==> config.mk <==
export PLATFORM = sky130hd
export DESIGN_NAME = wake_power_ctrl
export DESIGN_NICKNAME = d
export VERILOG_FILES = /design/src/rtl/wpc_pkg.sv /design/src/rtl/wpc_event_detect.sv /design/src/rtl/wpc_flags.sv /design/src/rtl/wpc_power_fsm.sv /design/src/rtl/wake_power_ctrl.sv
export SDC_FILE = /design/constraint.sdc
export NUM_CORES = 1
export LEC_CHECK = 0
export BUFFER_PORTS_ARGS = -buffer_cell sky130_fd_sc_hd__buf_2
export CAP_MARGIN = 10
export CORE_AREA = 2 2 87 56
export CTS_BUF_LIST = sky130_fd_sc_hd__clkbuf_4 sky130_fd_sc_hd__clkbuf_8
export DETAILED_ROUTE_END_ITERATION = 10
export DIE_AREA = 0 0 89 58
export PLACE_DENSITY_LB_ADDON = 0.1
export RECOVER_POWER = 50
export SYNTH_ARGS = -nofsm -noshare
export SYNTH_HDL_FRONTEND = slang
export SYNTH_HIERARCHICAL = 1
export SYNTH_SLANG_ARGS = --single-unit
==> constraint.sdc <==
create_clock -name clk -period 5.64 [get_ports clk]
set_input_delay 0.564 -clock clk [delete_from_list [all_inputs] [get_ports clk]]
set_output_delay 0.564 -clock clk [all_outputs]
set_load 0.02 [all_outputs]
==> src/rtl/wpc_pkg.sv <==
package wpc_pkg;
  typedef enum logic [1:0] {
    PS_OFF     = 2'd0,
    PS_ATTEMPT = 2'd1,
    PS_ON      = 2'd2
  } pwr_state_e;

  localparam int NUM_SRC = 2;
  localparam int SRC_ALARM = 0;
  localparam int SRC_KICK  = 1;
endpackage

==> src/rtl/wpc_event_detect.sv <==
module wpc_event_detect #(
  parameter int DAY_W  = 6,
  parameter int HOUR_W = 5,
  parameter int MIN_W  = 6,
  parameter int SEC_W  = 6,
  parameter int SYNC_STAGES = 2
) (
  input  logic              clk,
  input  logic              rst_n,
  input  logic [DAY_W-1:0]  cur_day,
  input  logic [HOUR_W-1:0] cur_hour,
  input  logic [MIN_W-1:0]  cur_min,
  input  logic [SEC_W-1:0]  cur_sec,
  input  logic [DAY_W-1:0]  alm_day,
  input  logic [HOUR_W-1:0] alm_hour,
  input  logic [MIN_W-1:0]  alm_min,
  input  logic [SEC_W-1:0]  alm_sec,
  input  logic              kick_n,
  output logic              alarm_hit,
  output logic              kick_hit
);
  logic                   match;
  logic                   match_q;
  logic [SYNC_STAGES-1:0] kick_sync_q;
  logic [SYNC_STAGES-1:0] kick_sync_d;
  logic                   kick_prev_q;

  always_comb begin
    match = (cur_day == alm_day) && (cur_hour == alm_hour) &&
            (cur_min == alm_min) && (cur_sec == alm_sec);
    kick_sync_d = {kick_sync_q[SYNC_STAGES-2:0], kick_n};
    alarm_hit = match && !match_q;
    kick_hit  = kick_prev_q && !kick_sync_q[SYNC_STAGES-1];
  end

  always_ff @(posedge clk or negedge rst_n) begin
    if (!rst_n) begin
      match_q     <= 1'b0;
      kick_sync_q <= '1;
      kick_prev_q <= 1'b1;
    end else begin
      match_q     <= match;
      kick_sync_q <= kick_sync_d;
      kick_prev_q <= kick_sync_q[SYNC_STAGES-1];
    end
  end
endmodule

==> src/rtl/wpc_flags.sv <==
module wpc_flags
  import wpc_pkg::*;
(
  input  logic               clk,
  input  logic               rst_n,
  input  logic [NUM_SRC-1:0] src_hit,
  input  logic [NUM_SRC-1:0] int_en,
  input  logic               flags_rd,
  input  logic               flags_wr,
  input  logic [NUM_SRC-1:0] flags_wdata,
  input  logic               supply_good,
  output logic [NUM_SRC-1:0] flags,
  output logic               irq_low,
  output logic               wake_ev
);
  logic [NUM_SRC-1:0] flag_q;
  logic [NUM_SRC-1:0] flag_d;

  for (genvar i = 0; i < NUM_SRC; i++) begin : g_flag
    logic clr;
    always_comb begin
      clr       = flags_rd || (flags_wr && !flags_wdata[i]);
      flag_d[i] = (flag_q[i] && !clr) || src_hit[i];
    end
  end

  always_ff @(posedge clk or negedge rst_n) begin
    if (!rst_n) flag_q <= '0;
    else        flag_q <= flag_d;
  end

  always_comb begin
    flags   = flag_q;
    irq_low = supply_good && |(flag_q & int_en);
    wake_ev = |(src_hit & int_en);
  end
endmodule

==> src/rtl/wpc_power_fsm.sv <==
module wpc_power_fsm
  import wpc_pkg::*;
#(
  parameter int TMO_W = 16
) (
  input  logic             clk,
  input  logic             rst_n,
  input  logic             wake_ev,
  input  logic             supply_good,
  input  logic             flags_any,
  input  logic             pdn_wr,
  input  logic             pdn_wdata,
  input  logic             prs,
  input  logic [TMO_W-1:0] tmo_ticks,
  output logic             pdn_bit,
  output logic             pwr_drive,
  output pwr_state_e       state
);
  pwr_state_e       state_q, state_d;
  logic [TMO_W-1:0] cnt_q, cnt_d;
  logic             cnt_en;
  logic             pdn_q, pdn_d;
  logic             tmo_done;

  always_comb begin
    state_d  = state_q;
    pdn_d    = pdn_q;
    cnt_en   = 1'b0;
    cnt_d    = cnt_q + 1'b1;
    tmo_done = (cnt_q == tmo_ticks - 1'b1);
    if (pdn_wr && (!pdn_wdata || !flags_any)) pdn_d = pdn_wdata;
    unique case (state_q)
      PS_OFF: begin
        cnt_en = 1'b1;
        cnt_d  = '0;
        if (wake_ev)          state_d = PS_ATTEMPT;
        else if (supply_good) state_d = PS_ON;
      end
      PS_ATTEMPT: begin
        cnt_en = 1'b1;
        if (supply_good) begin
          state_d = PS_ON;
          pdn_d   = 1'b0;
        end else if (tmo_done) begin
          state_d = PS_OFF;
        end
      end
      PS_ON: begin
        if (!supply_good) state_d = PS_OFF;
        else if (wake_ev) pdn_d = 1'b0;
      end
      default: state_d = PS_OFF;
    endcase
  end

  always_ff @(posedge clk or negedge rst_n) begin
    if (!rst_n) begin
      state_q <= PS_OFF;
      pdn_q   <= 1'b1;
      cnt_q   <= '0;
    end else begin
      state_q <= state_d;
      pdn_q   <= pdn_d;
      if (cnt_en) cnt_q <= cnt_d;
    end
  end

  always_comb begin
    state   = state_q;
    pdn_bit = pdn_q;
    unique case (state_q)
      PS_ATTEMPT: pwr_drive = 1'b1;
      PS_ON:      pwr_drive = !pdn_q;
      default:    pwr_drive = prs;
    endcase
  end
endmodule

==> src/rtl/wake_power_ctrl.sv <==
module wake_power_ctrl
  import wpc_pkg::*;
#(
  parameter int DAY_W  = 6,
  parameter int HOUR_W = 5,
  parameter int MIN_W  = 6,
  parameter int SEC_W  = 6,
  parameter int TMO_W  = 16
) (
  input  logic              clk,
  input  logic              rst_n,
  input  logic [DAY_W-1:0]  cur_day,
  input  logic [HOUR_W-1:0] cur_hour,
  input  logic [MIN_W-1:0]  cur_min,
  input  logic [SEC_W-1:0]  cur_sec,
  input  logic [DAY_W-1:0]  alm_day,
  input  logic [HOUR_W-1:0] alm_hour,
  input  logic [MIN_W-1:0]  alm_min,
  input  logic [SEC_W-1:0]  alm_sec,
  input  logic              kick_n,
  input  logic              supply_good,
  input  logic [TMO_W-1:0]  tmo_ticks,
  input  logic [1:0]        int_en,
  input  logic              prs,
  input  logic              flags_rd,
  input  logic              flags_wr,
  input  logic [1:0]        flags_wdata,
  input  logic              pdn_wr,
  input  logic              pdn_wdata,
  output logic [1:0]        flags,
  output logic              pdn_bit,
  output logic              irq_low,
  output logic              pwr_drive
);
  logic               alarm_hit, kick_hit, wake_ev;
  logic [NUM_SRC-1:0] src_hit;
  pwr_state_e         state_q;

  assign src_hit[SRC_ALARM] = alarm_hit;
  assign src_hit[SRC_KICK]  = kick_hit;

  wpc_event_detect #(
    .DAY_W(DAY_W), .HOUR_W(HOUR_W), .MIN_W(MIN_W), .SEC_W(SEC_W), .SYNC_STAGES(2)
  ) u_evt (
    .clk(clk), .rst_n(rst_n),
    .cur_day(cur_day), .cur_hour(cur_hour), .cur_min(cur_min), .cur_sec(cur_sec),
    .alm_day(alm_day), .alm_hour(alm_hour), .alm_min(alm_min), .alm_sec(alm_sec),
    .kick_n(kick_n), .alarm_hit(alarm_hit), .kick_hit(kick_hit)
  );

  wpc_flags u_flags (
    .clk(clk), .rst_n(rst_n), .src_hit(src_hit), .int_en(int_en),
    .flags_rd(flags_rd), .flags_wr(flags_wr), .flags_wdata(flags_wdata),
    .supply_good(supply_good), .flags(flags), .irq_low(irq_low), .wake_ev(wake_ev)
  );

  wpc_power_fsm #(.TMO_W(TMO_W)) u_fsm (
    .clk(clk), .rst_n(rst_n), .wake_ev(wake_ev), .supply_good(supply_good),
    .flags_any(|flags), .pdn_wr(pdn_wr), .pdn_wdata(pdn_wdata), .prs(prs),
    .tmo_ticks(tmo_ticks), .pdn_bit(pdn_bit), .pwr_drive(pwr_drive), .state(state_q)
  );
endmodule

==> impl_results.md, run 1 <==
- DRT antenna net count: 0
- Req. time, crit path: 5840 ps
- Flops & latches, synth: 25
- Most frequent cells in the layout: buf_2 (78), xor2_1 (31), nor2_1 (22)
- Antenna Cells: 0
- CORE AREA: 0.00437 sq mm
- Port bufs: 79
- Starting Density: 48.8%
- Die area: 0.00516 sq mm
- CTS Hold Bufs: 0
- Clock buffer depth: 2
- Crit path max fanout: 20
- Worst-Margin Slew: 1420 ps
- TritonCTS clock tree: built
- Total number of vias: 1,987
- DIE WIDTH: 89 microns
- DRC violation count after routing: 0
- Crit path launch: u_fsm/state[0]
- Via density: 5.19
- Yosys cell types: 58
- Place WS: 2800 ps
- Mean Syn Cell Area: 8.79 sq um
- GRT overflow: 0
- Crit share post-route: 45.7%
- Layout cells sized above 1: 30.6%
- Final Non-Filler Cells: 383
- Ys async rst share: 100%
- RSZ-0062 raised after global routing: false
- PD cells: 204 mW/mm^2
- RD Place Congestion: 0.935
- Cell total after placement: 379
- CP Capture Point: u_fsm/cnt_q[13]
- Num CTS Buffers: 3
- Tmin final: 2580 ps
- Number of max-cap violations: 0
- Initial antenna violation count: 0
- Dpl hpwl: 4110 microns
- Overall power: 0.532 mW
- CTS Sinks: 25
- Total wire length: 5040 microns
- Setup Skew: 5.72 ps
- Die Y: 58 microns
- Reg2reg path depth: 8
- Post-Syn Nets: 323
- Area grow syn2layout: 21.9%
- Synth warnings: 6
- Worst EP arrival: 2780 ps
- Postcts setup bufs: 0
- Fillcell total: 453
- Drt pass-1 iters: 4
- Post-synth EDFFs: 0
- Clock network power share: 21.9%
- Leak: 1.12 nW
- Register area share after synthesis: 29.5%
- Final Max Tran Viols: 0
- Largest net degree at the start of global routing: 26
- Combinational fraction of design power: 39.3%
- Slew HR: 5.13%
- Post-cts resize count: 0
- Status: complete, no violations
- Element type at the critical path end: flip-flop
- Net Sw Frac: 37.6%
- CP Launch Type: flip-flop
- I/O pin count: 80
- Worst R2R Setup Slack: 3060 ps
- Final worst slack: 3060 ps
- Clk pin slew, worst setup/hold paths: 100 ps
- Initial detailed-routing violation count: 103
- Main synth FF type: dfrtp_1
- Rows: 19
- Commonest non-fill, non-tap cell in the layout: buf_2
- Post-Synthesis Cells: 243
- FF-to-FF Start: u_fsm/state[0]
- Final hold vios: 0
- Achievable Freq: 388 MHz
- Kind of critical path: flip-flop to flip-flop
- Sequential share of power: 38.8%
- Cell internal pwr: 0.332 mW
- Mapped cell area: 0.00214 sq mm
- First-pass GRT wire length: 8710 microns
- Type of the most critical hold path: flip-flop to flip-flop
- Clock Latency Late Sink: 280 ps
- GRT Total Usage: 21.5%
- Root Driver: clkbuf_8
- Nets: 401
- Setup_tns: 0 ps
- RR Endpoint: u_fsm/cnt_q[13]
- Peak supply drop: 0.000128 V
- Via count of the first global-routing pass: 1,951
- Net Sw Power: 0.200 mW
- Final setup viols: 0
- Drt wl/cell: 13.2 microns
- Htree depth: 1
## area by class of cell
cell class	instances	area, sq um	share of cell area [%]
Multi-Input combinational cell	200	1410	54.0
Tap cell	63	78.8	3.03
Clock inverter	1	8.76	0.336
Clock buffer	3	41.3	1.59
Timing Repair Buffer	79	394	15.1
Sequential cell	25	631	24.2
Inverter	12	45.0	1.73
## metal layers
layer	part of all wire (%)	track usage, %
met1	55	32.9
met2	41	33.0
met3	3.5	3.99
met4	0.22	2.35
met5	0	0
## metrics by stage
step                      hold slack, ps  utilization, %  cell area [sq um]
final                                363            59.5               2600
after global routing                 348            59.5               2600
after CTS                            299            59.6               2610
after detailed placement             349            58.4               2550
after global placement               346            58.4               2550
after floorplan                      268               -               2140
## critical path: stages, from the launching register on
cell and delay (ps):
dfrtp_1 420, inv_1 130, ha_1 680, o21a_1 210, nand3_1 150, nor2_1 380
nand2_1 120, or2_2 290, a21oi_1 130
## flip-flops by register name (all words and copies together), names as in the netlist
name and count:
u_evt/kick_sync_q 2, u_fsm/pdn_bit 1, u_evt/kick_prev_q 1, u_evt/match_q 1, u_fsm/cnt_q 16, u_fsm/state 2, u_flags/flags 2
## cell usage after synthesis (all sizes together) (2+ instances only)
master	number	area share (%)
dfrtp	21	25
nand4b	2	0.82
a21oi	16	3.9
o21a	2	0.70
xnor2	17	7.0
o21ai	7	1.6
nand2	17	3.0
inv	12	2.1
o211ai	2	0.94
or3	5	1.5
ha	5	2.9
clkbuf	3	1.0
nand2b	3	0.88
dfstp	4	4.9
nand3	11	2.8
a31o	2	0.82
nand4	7	2.1
mux2i	3	1.4
nor3	7	2.1
buf	2	1.1
nor2	22	3.9
and3	4	1.2
nor2b	4	1.2
or2	2	0.59
xor2	31	13
nor4	9	3.6
## cell families (layout without fill, tap and decap cells)
logic type / Yosys count / after routing / synth area share (%)
buffers and inverters: 18 / 95 / 4.69
and+or+nand+nor: 101 / 101 / 26.9
muxes: 3 / 3 / 1.41
AOI/OAI and AO/OA: 43 / 43 / 14.8
DFF: 25 / 25 / 29.5
xor gates and xnor gates: 48 / 48 / 19.7
adders and majority gates: 5 / 5 / 2.93
## worst min-delay path by stage
stage | from | to | slack, ps | cells past startpoint
detailed placement | u_evt/kick_sync_q[0] | u_evt/kick_sync_q[1] | 350 | 0
CTS | rst_n | u_fsm/cnt_q[9] | 300 | 1
global placement | u_evt/kick_sync_q[0] | u_evt/kick_sync_q[1] | 350 | 0
finish | u_evt/kick_sync_q[0] | u_evt/kick_sync_q[1] | 360 | 0
global route | kick_n | u_evt/kick_sync_q[0] | 350 | 1
floorplan | rst_n | u_evt/match_q | 270 | 0
## power groups by stage
stage / registers, mW / logic, mW / clock network, mW
after floorplan: 0.212 / 0.143 / 0
after global placement: 0.210 / 0.208 / 0
after detailed placement: 0.210 / 0.209 / 0
after CTS: 0.206 / 0.211 / 0.121
after global routing: 0.209 / 0.235 / 0.129
final: 0.206 / 0.209 / 0.117
Power figures use the tool's default switching activity.
==> run 2: changes to the inputs <==
- ABC_AREA: default -> 1
- CORE_AREA: 2 2 87 56 -> 2 2 96 61
- DIE_AREA: 0 0 89 58 -> 0 0 98 63
- clock period: 5.64 -> 2.05 ns (I/O delays scaled with it)
==> impl_results.md, run 2 <==
- Status: complete, no violations
- Max reg flops: 16
- Via count of the first global-routing pass: 2,431
- Largest net degree at the start of global routing: 26
- Number of max-cap violations: 0
- Kind of critical path: flip-flop to flip-flop
- Crit path max fanout: 6
- PD cells: 493 mW/mm^2
- Area grow syn2layout: 21.9%
- Combinational fraction of design power: 42.9%
- GRT overflow: 0
- Hold slack: 24.5 ps
- Commonest non-fill, non-tap cell in the layout: nand2_1
- Setup Skew: 6.93 ps
- Drt pass-1 iters: 4
- Element type at the critical path end: flip-flop
- Total wire length: 5920 microns
- Rows: 21
- Post-Syn Nets: 503
- Cell internal pwr: 0.908 mW
- Initial antenna violation count: 0
- Layout cells sized above 1: 23.2%
- Antenna Cells: 0
- GRT Total Usage: 20.7%
- Share of the synthesized area in the top cell type: 21.2%
- Slew HR: 10.3%
- Final Max Tran Viols: 0
- RSZ-0062 raised after global routing: false
- Root Driver: clkbuf_8
- Initial detailed-routing violation count: 120
- Yosys cell types: 33
- Via density: 4.63
- Total number of vias: 2,670
- Fillcell total: 530
- Net Sw Frac: 39.0%
- Leak: 1.77 nW
- CP Launch Type: flip-flop
- Post-synth EDFFs: 0
- Nets: 589
- Ys async rst share: 100%
- CORE AREA: 0.00533 sq mm
- Sequential share of power: 37.4%
- DRT antenna net count: 0
- Tmin final: 1870 ps
- Htree depth: 1
- Post-Synthesis Cells: 423
- Worst-Margin Slew: 1340 ps
- Die Y: 63 microns
- Clock network power share: 19.7%
- Port bufs: 79
- Register area share after synthesis: 25.5%
- Type of the most critical hold path: input pin to flip-flop
- Overall power: 1.49 mW
- DIE WIDTH: 98 microns
- TritonCTS clock tree: built
- Synth top area cells: dfrtp_1 (21%), nand2_1 (21%), inv_1 (13%)
- Biggest register: u_fsm/cnt_q
- Flops & latches, synth: 25
- Mapped cell area: 0.00247 sq mm
- Setup_tns: 0 ps
- RD Place Congestion: 0.906
- Synth warnings: 6
- Final core utilization: 56.6%
- Mean Syn Cell Area: 5.85 sq um
- Most frequent cells in the layout: nand2_1 (138), inv_1 (86), buf_2 (78)
- CTS Sinks: 25
- Top cells by count, synth: nand2_1 (138), inv_1 (86), nor2_1 (63)
- Net Sw Power: 0.581 mW
- Drt wl/cell: 10.3 microns
- Crit share post-route: 91.3%
- Achievable Freq: 534 MHz
- Clk pin slew, worst setup/hold paths: 90 ps
- Req. time, crit path: 2220 ps
- Clock buffer depth: 2
- Die area: 0.00617 sq mm
- Final hold vios: 0
- Worst EP arrival: 2040 ps
- Peak supply drop: 0.000346 V
- Starting Density: 46.4%
- Dpl hpwl: 5010 microns
- Main synth FF type: dfrtp_1
- First-pass GRT wire length: 10,700 microns
- Count leader, synth: nand2_1
- Final setup viols: 0
- Clock Latency Late Sink: 270 ps
- Num CTS Buffers: 3
- I/O pin count: 80
- DRC violation count after routing: 0
- Synth area leader: dfrtp_1
==> run 2: changes by cell type after synthesis, sizes merged, moves of 4 or more <==
cell	change
nor2b	-4
nand2	+130
o21ai	+6
nor2	+53
xnor2	-12
inv	+76
nand3	+8
or3	-5
nor4	-8
and3	-4
xor2	-24
a21oi	-6
==> run 2: repair_timing <==
action	in CTS	in global routing
endpoints found under the setup margin	0	1
endpoints found under the hold margin	21	0
resized for setup	0	1
hold buffers	1	0
buffers inserted	0	1
==> run 2: cells by family (layout without fill, tap and decap cells) <==
kind of cell / after synthesis / in the layout / share of synthesized area, %
flops: 25 / 25 / 25.5
simple gates: 260 / 260 / 46.4
xor+xnor: 12 / 12 / 4.25
fa+ha+maj: 5 / 5 / 2.53
compound gates: 32 / 32 / 7.58
buf+inv: 89 / 174 / 13.8
==> run 2: power by group through the flow <==
stage               Sequential, mW  Combinational, mW  Clock [mW]
finish                       0.557              0.639       0.293
global route                 0.564              0.731       0.325
CTS                          0.558              0.642       0.302
detailed placement           0.567              0.638           0
global placement             0.565              0.624           0
floorplan                    0.578              0.412           0
==> run 2: critical path, cell delays in order (launching register included) <==
cell     delay, ps
dfrtp_1        400
inv_1           90
ha_2           210
nor2_2          80
nor2_2         160
nand2_2        100
nor3_2         130
nand4_1        210
nor3_2         190
a21oi_1         90
o21a_1         110
==> run 2: layout make-up <==
type	count	area, sq um	share of cell area, %
clock buffers	3	41.3	1.37
clock inverters	1	7.51	0.249
inverters	88	330	10.9
multi-input cells	309	1500	49.8
flip-flops and latches	25	631	20.9
well taps	69	86.3	2.86
repair buffers	82	419	13.9
==> run 2: path summary, 6_finish.rpt <==
check / start / end / slack, ps / cells past startpoint
worst max-delay path: u_fsm/state[1] / u_fsm/cnt_q[15] / 180 / 10
worst min-delay path: kick_n / u_evt/kick_sync_q[0] / 20 / 1
worst max register to register: u_fsm/state[1] / u_fsm/cnt_q[15] / 180 / 10
worst min register to register: u_evt/kick_sync_q[0] / u_evt/kick_sync_q[1] / 360 / 0
max in group asynchronous: rst_n / u_fsm/cnt_q[6] / 500 / 2
min in group asynchronous: rst_n / u_fsm/cnt_q[12] / 750 / 2
==> run 2: through the flow <==
| stage | cell area [sq um] | setup slack, ps | cells |
|---|---|---|---|
| global placement | 2950 | 131 | 571 |
| detailed placement | 2950 | 62.9 | 571 |
| floorplan | 2470 | 335 | 423 |
| CTS | 3010 | 153 | 576 |
| global route | 3020 | 12.6 | 577 |
| finish | 3020 | 178 | 577 |
==> run 2: routing by layer <==
layer,wire (microns),vias to the layer above,GRT usage (%)
met5,0,-,0
met4,33,0,2.78
met3,430,6,3.58
met2,2380,73,31.5
met1,3070,1150,31.2
li1,-,1441,-
